$ cat src/rtl/ecc_err_log.sv
module ecc_err_log #(
  parameter int QW_BITS  = 2,
  parameter int CMD_BITS = 3
) (
  input  logic        clk,
  input  logic        rst_n,
  input  logic        rd_beat_valid,
  input  logic        rd_beat_first,
  input  logic [28:0] rd_xfer_addr,
  input  logic        rd_ecc_ce,
  input  logic        rd_ecc_ue,
  input  logic        berr_drive_en,
  input  logic        cfg_wr,
  input  logic [1:0]  cfg_sel,
  input  logic [31:0] cfg_wdata,
  output logic [31:0] cfg_rdata,
  output logic        single_err_pulse,
  output logic        bus_err_pulse,
  output logic        correct_en
);
  localparam int AW = 32 - QW_BITS - 1;
  localparam logic [1:0] SEL_CMD = 2'd0, SEL_STS = 2'd1, SEL_ADR = 2'd2;

  logic [CMD_BITS-1:0] cmd_q;
  logic                flag_ue, flag_ce;
  logic [AW-1:0]       start_q, cap_addr;
  logic [QW_BITS-1:0]  pos_q, cap_qw;

  wire [AW-1:0]      cur_start = rd_beat_first ? rd_xfer_addr[AW-1:0] : start_q;
  wire [QW_BITS-1:0] cur_pos   = rd_beat_first ? '0 : pos_q;
  wire ue_hit = rd_beat_valid & rd_ecc_ue & cmd_q[0];
  wire ce_hit = rd_beat_valid & rd_ecc_ce & cmd_q[1];
  wire sts_wr = cfg_wr & (cfg_sel == SEL_STS);

  always_ff @(posedge clk) begin
    if (!rst_n) begin
      cmd_q <= '0;
      flag_ue <= 1'b0;
      flag_ce <= 1'b0;
      start_q <= '0;
      pos_q <= '0;
      cap_addr <= '0;
      cap_qw <= '0;
      single_err_pulse <= 1'b0;
      bus_err_pulse <= 1'b0;
    end else begin
      if (rd_beat_valid) begin
        start_q <= cur_start;
        pos_q <= cur_pos + 1'b1;
      end
      if (cfg_wr && cfg_sel == SEL_CMD) cmd_q <= cfg_wdata[CMD_BITS-1:0];
      flag_ue <= ue_hit | (flag_ue & ~(sts_wr & cfg_wdata[0]));
      flag_ce <= ce_hit | (flag_ce & ~(sts_wr & cfg_wdata[1]));
      if (ue_hit && !flag_ue) begin
        cap_addr <= cur_start;
        cap_qw <= cur_pos;
      end
      single_err_pulse <= ce_hit;
      bus_err_pulse <= ue_hit & berr_drive_en;
    end
  end

  assign correct_en = cmd_q[2];

  always_comb begin
    cfg_rdata = '0;
    case (cfg_sel)
      SEL_CMD: cfg_rdata[CMD_BITS-1:0] = cmd_q;
      SEL_STS: cfg_rdata[1:0] = {flag_ce, flag_ue};
      SEL_ADR: cfg_rdata = {cap_addr, cap_qw, 1'b0};
      default: cfg_rdata = '0;
    endcase
  end

  a_r6_capture_held: assert property (@(posedge clk) disable iff (!rst_n)
    ($past(flag_ue) && flag_ue) |-> ($stable(cap_addr) && $stable(cap_qw)));
  a_r8_sbe_flag: assert property (@(posedge clk) disable iff (!rst_n)
    single_err_pulse |-> flag_ce);
  a_r10_berr_flag: assert property (@(posedge clk) disable iff (!rst_n)
    bus_err_pulse |-> flag_ue);
  a_r9_ue_needs_enable: assert property (@(posedge clk) disable iff (!rst_n)
    $rose(flag_ue) |-> $past(cmd_q[0]));
  a_r9_ce_needs_enable: assert property (@(posedge clk) disable iff (!rst_n)
    $rose(flag_ce) |-> $past(cmd_q[1]));
  a_r10_berr_needs_drive: assert property (@(posedge clk) disable iff (!rst_n)
    bus_err_pulse |-> $past(berr_drive_en));
endmodule

$ cat config.mk
export PLATFORM = sky130hd
export DESIGN_NAME = ecc_err_log
export DESIGN_NICKNAME = d
export VERILOG_FILES = /design/src/rtl/ecc_err_log.sv
export SDC_FILE = /design/constraint.sdc
export NUM_CORES = 1
export LEC_CHECK = 0
export ABC_AREA = 1
export BUFFER_PORTS_ARGS = -buffer_cell sky130_fd_sc_hd__buf_4
export CORE_AREA = 2 2 94 96
export CTS_CLUSTER_DIAMETER = 120
export DETAILED_ROUTE_END_ITERATION = 16
export DIE_AREA = 0 0 96 98
export PLACE_DENSITY_LB_ADDON = 0.3
export SYNTH_ARGS = -nofsm -noshare
export SYNTH_HDL_FRONTEND = slang
export SYNTH_SLANG_ARGS = --single-unit
$ cat constraint.sdc
create_clock -name clk -period 1.2 [get_ports clk]
set_clock_uncertainty 0.15 [all_clocks]
set_input_delay 0 -clock clk [delete_from_list [all_inputs] [get_ports clk]]
set_output_delay 0 -clock clk [all_outputs]
set_load 0.005 [all_outputs]
# Yosys cells after proc, flatten, opt, wreduce, memory -nomap -nowiden
# Cells that the tools add are included.
word_totals:
  inputBits: 71
  wordCells: 35
  out_inout_bits: 35
  reg_bits: 69
op_classes:
  n_eq_ne: 2
  bitwise_logic: 14
  add_sub_neg: 1
  n_reduce_logical: 4
  muxes: 5
ops:
  columns: ["operator", "n"]
  rows:
  - ["$mux 29", 2]
  - ["$and 1x1->1", 10]
  - ["$pmux 2 s3", 1]
  - ["$add 2x1->2 const B", 1]
  - ["$eq 2x1->1 const B", 1]
  - ["$eq 2x2->1 const B", 1]
  - ["$logic_and 1x1->1", 2]
  - ["$logic_not 2->1", 1]
  - ["$mux 2", 1]
  - ["$not 1->1", 2]
  - ["$or 1x1->1", 2]
  - ["$pmux 1 s2", 1]
  - ["$logic_not 1->1", 1]

# Depth between registers and ports, before layout
logic_depth:
  word_depth: 6
  depth_mapped: 9
  ltp_nobuf: 6

# Worst setup path after synthesis
# OpenSTA, ideal clock, no wires.
synth_path:
  path_type: "reg-to-reg"
  start: "register cmd_q[0]"
  end: "register cap_addr[10]"
  setup_time_ns: 0.113
  slack_ns: -0.013
  required_time_ns: 0.937
  path_stages_with_launch: 8
  synth_period_minus_slack_ns: 1.213
  arrival_time_ns: 0.950
  path_cell_list: "dfxtp_1 -> nand3_2 -> nor2_2 -> buf_6 -> buf_6 -> nand2_1 -> nand2_1 -> nor2_1"
synth_between:
  elab_chain_len: 2
synth_lines:
  columns: ["element", "line", "rtl"]
  rows:
  - ["from (decl)", "24", "logic [CMD_BITS-1:0] cmd_q;"]
  - ["from (signal assigned)", "51", "if (cfg_wr && cfg_sel == SEL_CMD) cmd_q <= cfg_wdata[CMD_BITS-1:0];"]
  - ["$and 1x1->1", "31", "wire ue_hit = rd_beat_valid & rd_ecc_ue & cmd_q[0];"]
  - ["$logic_and 1x1->1", "54", "if (ue_hit && !flag_ue) begin"]
  - ["to (signal assigned)", "55", "cap_addr <= cur_start;"]
  - ["to (decl)", "26", "logic [AW-1:0] start_q, cap_addr;"]
# Every way passes these cells.
# A chain may end at the register's enable or synchronous reset.

# Worst setup path in the final report
layout_path:
  start: "register cmd_q[0]"
  end: "register cap_addr[15]"
# Same word-level chain as after synthesis.

==> results.json <==
{
  "ir_worst_vdd_v": 0.000608,
  "synthAdderAreaFrac_pct": 0,
  "post_route_cells_drive_above_1_share_pct": 22.0,
  "syn_nets": 599,
  "hold_slack_ps": -212,
  "floorplan.io_pins": 106,
  "synth_compound_area_share_pct": 6.33,
  "synth_simple_gate_area_share_pct": 35.7,
  "timing.reg2reg.worst_path_depth": 7,
  "postSynthCellCount": 528,
  "r2r_startpoint": "cmd_q[0]",
  "synth_xor_xnor_area_share_pct": 0,
  "synthDistinctLibCells": 19,
  "ff2ff_setup_slack_ps": -80,
  "hold_path_class": "input port to flop",
  "cellLeakagePower_nw": 2.26,
  "timing.critical_path.from": "cmd_q[0]",
  "power_per_cell_area_nw_per_um2": 1010,
  "final-max-slew-violation-count": 0,
  "final_common_cell": "sky130_fd_sc_hd__nand2_1",
  "grt_max_degree": 40,
  "layout_min_cycle_time_ps": 1280,
  "gpl_wtd_cong": 0.774,
  "nets": 721,
  "worstMarginPinSlew_ps": 194,
  "grt_remaining_overflow": 0,
  "endpoint_kind": "flop",
  "clk_pin_slew_ps": 70,
  "global_route_wire_length_before_repair_mm": 13.6,
  "muxShareOfSynthArea_pct": 0,
  "worst_slew_margin_rel_pct": 87.0,
  "hold_depth": 2,
  "critical_path.reg2reg.endpoint": "cap_addr[15]",
  "cts_hold_repair.buffers": 40,
  "antenna_violations_before_repair": 0,
  "worst_slack_ps": -80.8,
  "min_delay_worst_endpoint": "pos_q[0]",
  "worst_ep_required_time_ps": 1290,
  "numCtsBuffers": 9,
  "yosys.area.top_type_share_pct": 41.8,
  "clock_sinks": 69,
  "antenna_cells": 0,
  "postRouteAntennaNets": 0,
  "cts-root-to-sink-buffers": 2,
  "post-route-util_pct": 56.9,
  "fin_crit_sh_pct": 107,
  "main_combinational_cell_family_by_area_after_synthesis": "simple AND/OR/NAND/NOR gates",
  "post_drt_via_cell_ratio": 4.53,
  "area.growth.synth_to_final_pct": 46.0,
  "die_h_um": 98,
  "finalWirelength_mm": 8.79,
  "top_cells_by_area_in_the_synthesized_netlist": "sky130_fd_sc_hd__dfxtp_1 (42%), sky130_fd_sc_hd__nand2_1 (18%), sky130_fd_sc_hd__nor2_1 (11%)",
  "number_of_levels_in_the_clock_h_tree": 3,
  "type_of_the_worst_setup_path": "flop to flop",
  "grt_pass1_vias": 3187,
  "hold_viol_final": 7,
  "total_power_mw": 4.85,
  "cts_tree": "built",
  "ys_seq_elements": 69,
  "setup_viol": 29,
  "layout.area.seq_sq_um": 1380,
  "hold_path.startpoint": "rd_beat_valid",
  "yosys_warnings": 0,
  "tns_ps": -1760,
  "critical_path.startpoint_type": "flop",
  "start_util_pct": 39.0,
  "drc": 0,
  "violations": "hold timing, setup timing",
  "globalRouteTotalUtil_pct": 18.0,
  "detailedRoute.firstIterationViolations": 129,
  "netlist_area_sq_um": 3300,
  "layout.filler_cells": 809,
  "area_used_by_multi_input_combinational_logic_sq_um": 1470,
  "portBuffers": 76,
  "insertion_delay_ps": 330,
  "vias": 3457,
  "place.detailed.hpwl_mm": 5.31,
  "crit_path_max_fanout": 10,
  "detail_route.first_pass.iterations": 4,
  "synth.yosys.seq_area_share_pct": 41.8,
  "most_frequent_cells_in_the_layout": "sky130_fd_sc_hd__nand2_1 (135), sky130_fd_sc_hd__nor2_1 (97), sky130_fd_sc_hd__inv_1 (89)",
  "syn_avg_cell_area_sq_um": 6.25,
  "clk_root_buffer_cell": "sky130_fd_sc_hd__clkbuf_8",
  "die_area_sq_um": 9410,
  "worst_ep_arrival_time_ps": 1370,
  "yosysTopAreaCell": "sky130_fd_sc_hd__dfxtp_1",
  "die_x_extent_um": 96,
  "fp.coreArea_sq_um": 8470,
  "number_of_cell_rows": 34,
  "max_clock_freq_mhz": 781,
  "outcome": "finished, violations left",
  "max_cap_violations": 0,
  "grt_setup_unrepaired": "true",
  "route.detailed.wl_per_inst_um": 11.5
}
==> how the worst max path moves through the flow <==
stage / to / slack, ps / depth (start not counted)
6_report: cap_addr[15] / -80 / 7
5_1_grt: cap_qw[0] / -130 / 7
4_1_cts: cfg_rdata[0] / -60 / 3
3_5_place_dp: cap_addr[18] / -20 / 6
3_3_place_gp: cap_addr[4] / 20 / 6
2_1_floorplan: cap_addr[10] / 20 / 7
==> area by class of cell <==
class	instances	share of cell area (%)
Timing Repair Buffer	141	27.3
Tap cell	108	2.80
Clock buffer	15	3.45
Clock inverter	1	0.104
Sequential cell	69	28.7
Inverter	91	7.09
Multi-Input combinational cell	338	30.5
==> where the power goes <==
part,switching (mW),internal (mW),total (mW)
combinational,0.389,0.372,0.760
sequential,0.0325,2.37,2.41
clock,0.815,0.865,1.68
total,1.24,3.61,4.85
==> metrics by stage <==
step | worst slack, ps | instance area [sq um] | std cells | hold WS (ps)
2_1_floorplan | 22.4 | 3300 | 528 | -85.3
3_5_place_dp | -20.5 | 4010 | 698 | 93.9
3_3_place_gp | 19.6 | 4010 | 698 | 81.5
6_report | -80.8 | 4820 | 763 | -212
4_1_cts | -56.1 | 4600 | 756 | -230
5_1_grt | -129 | 4820 | 763 | -212
==> metal layers <==
metal / vias up / global-route usage [%] / wire length, um
met3: 7 / 4.01 / 489
met1: 1547 / 22.1 / 3960
met4: 0 / 4.29 / 76
li1: 1804 / - / -
met2: 99 / 31.5 / 4270
met5: - / 0 / 0
==> sequential cells by signal, indices dropped and copies added (netlist names) <==
signal            cells
flag_ue               1
single_err_pulse      1
flag_ce               1
pos_q                 2
cap_qw                2
cmd_q                 3
cap_addr             29
start_q              29
bus_err_pulse         1
==> cell usage after synthesis (all sizes together) <==
cell type / instances
a21oi: 3
a31oi: 1
buf: 25
clkbuf: 5
dfxtp: 69
inv: 91
nand2: 156
nand3: 36
nand4: 3
nor2: 101
nor3b: 1
o21ai: 36
o31ai: 1
==> logic make-up (layout without fill, tap and decap cells) <==
| kind of cell | Yosys count | in the layout |
|---|---|---|
| compound gates | 41 | 41 |
| simple gates | 297 | 297 |
| flops | 69 | 69 |
| buf+inv | 121 | 248 |
==> worst max-delay path: stages, from the launching register on <==
cell                        delay, ps
sky130_fd_sc_hd__dfxtp_2          360
sky130_fd_sc_hd__nand3_4           90
sky130_fd_sc_hd__nor2_4           130
sky130_fd_sc_hd__buf_12           150
sky130_fd_sc_hd__clkbuf_16        170
sky130_fd_sc_hd__nand2_2           50
sky130_fd_sc_hd__nand2_1           50
sky130_fd_sc_hd__nor2_1            30
==> what timing repair did <==
item / 4_1_cts / 5_1_grt
resized for setup: 3 / 32
buffers inserted: 2 / 2
hold endpoints to repair: 67 / 6
setup endpoints to repair: 29 / 34
gates cloned: 0 / 5
pin swaps: 1 / 10
Note: power is estimated with default switching activity, not from simulation.
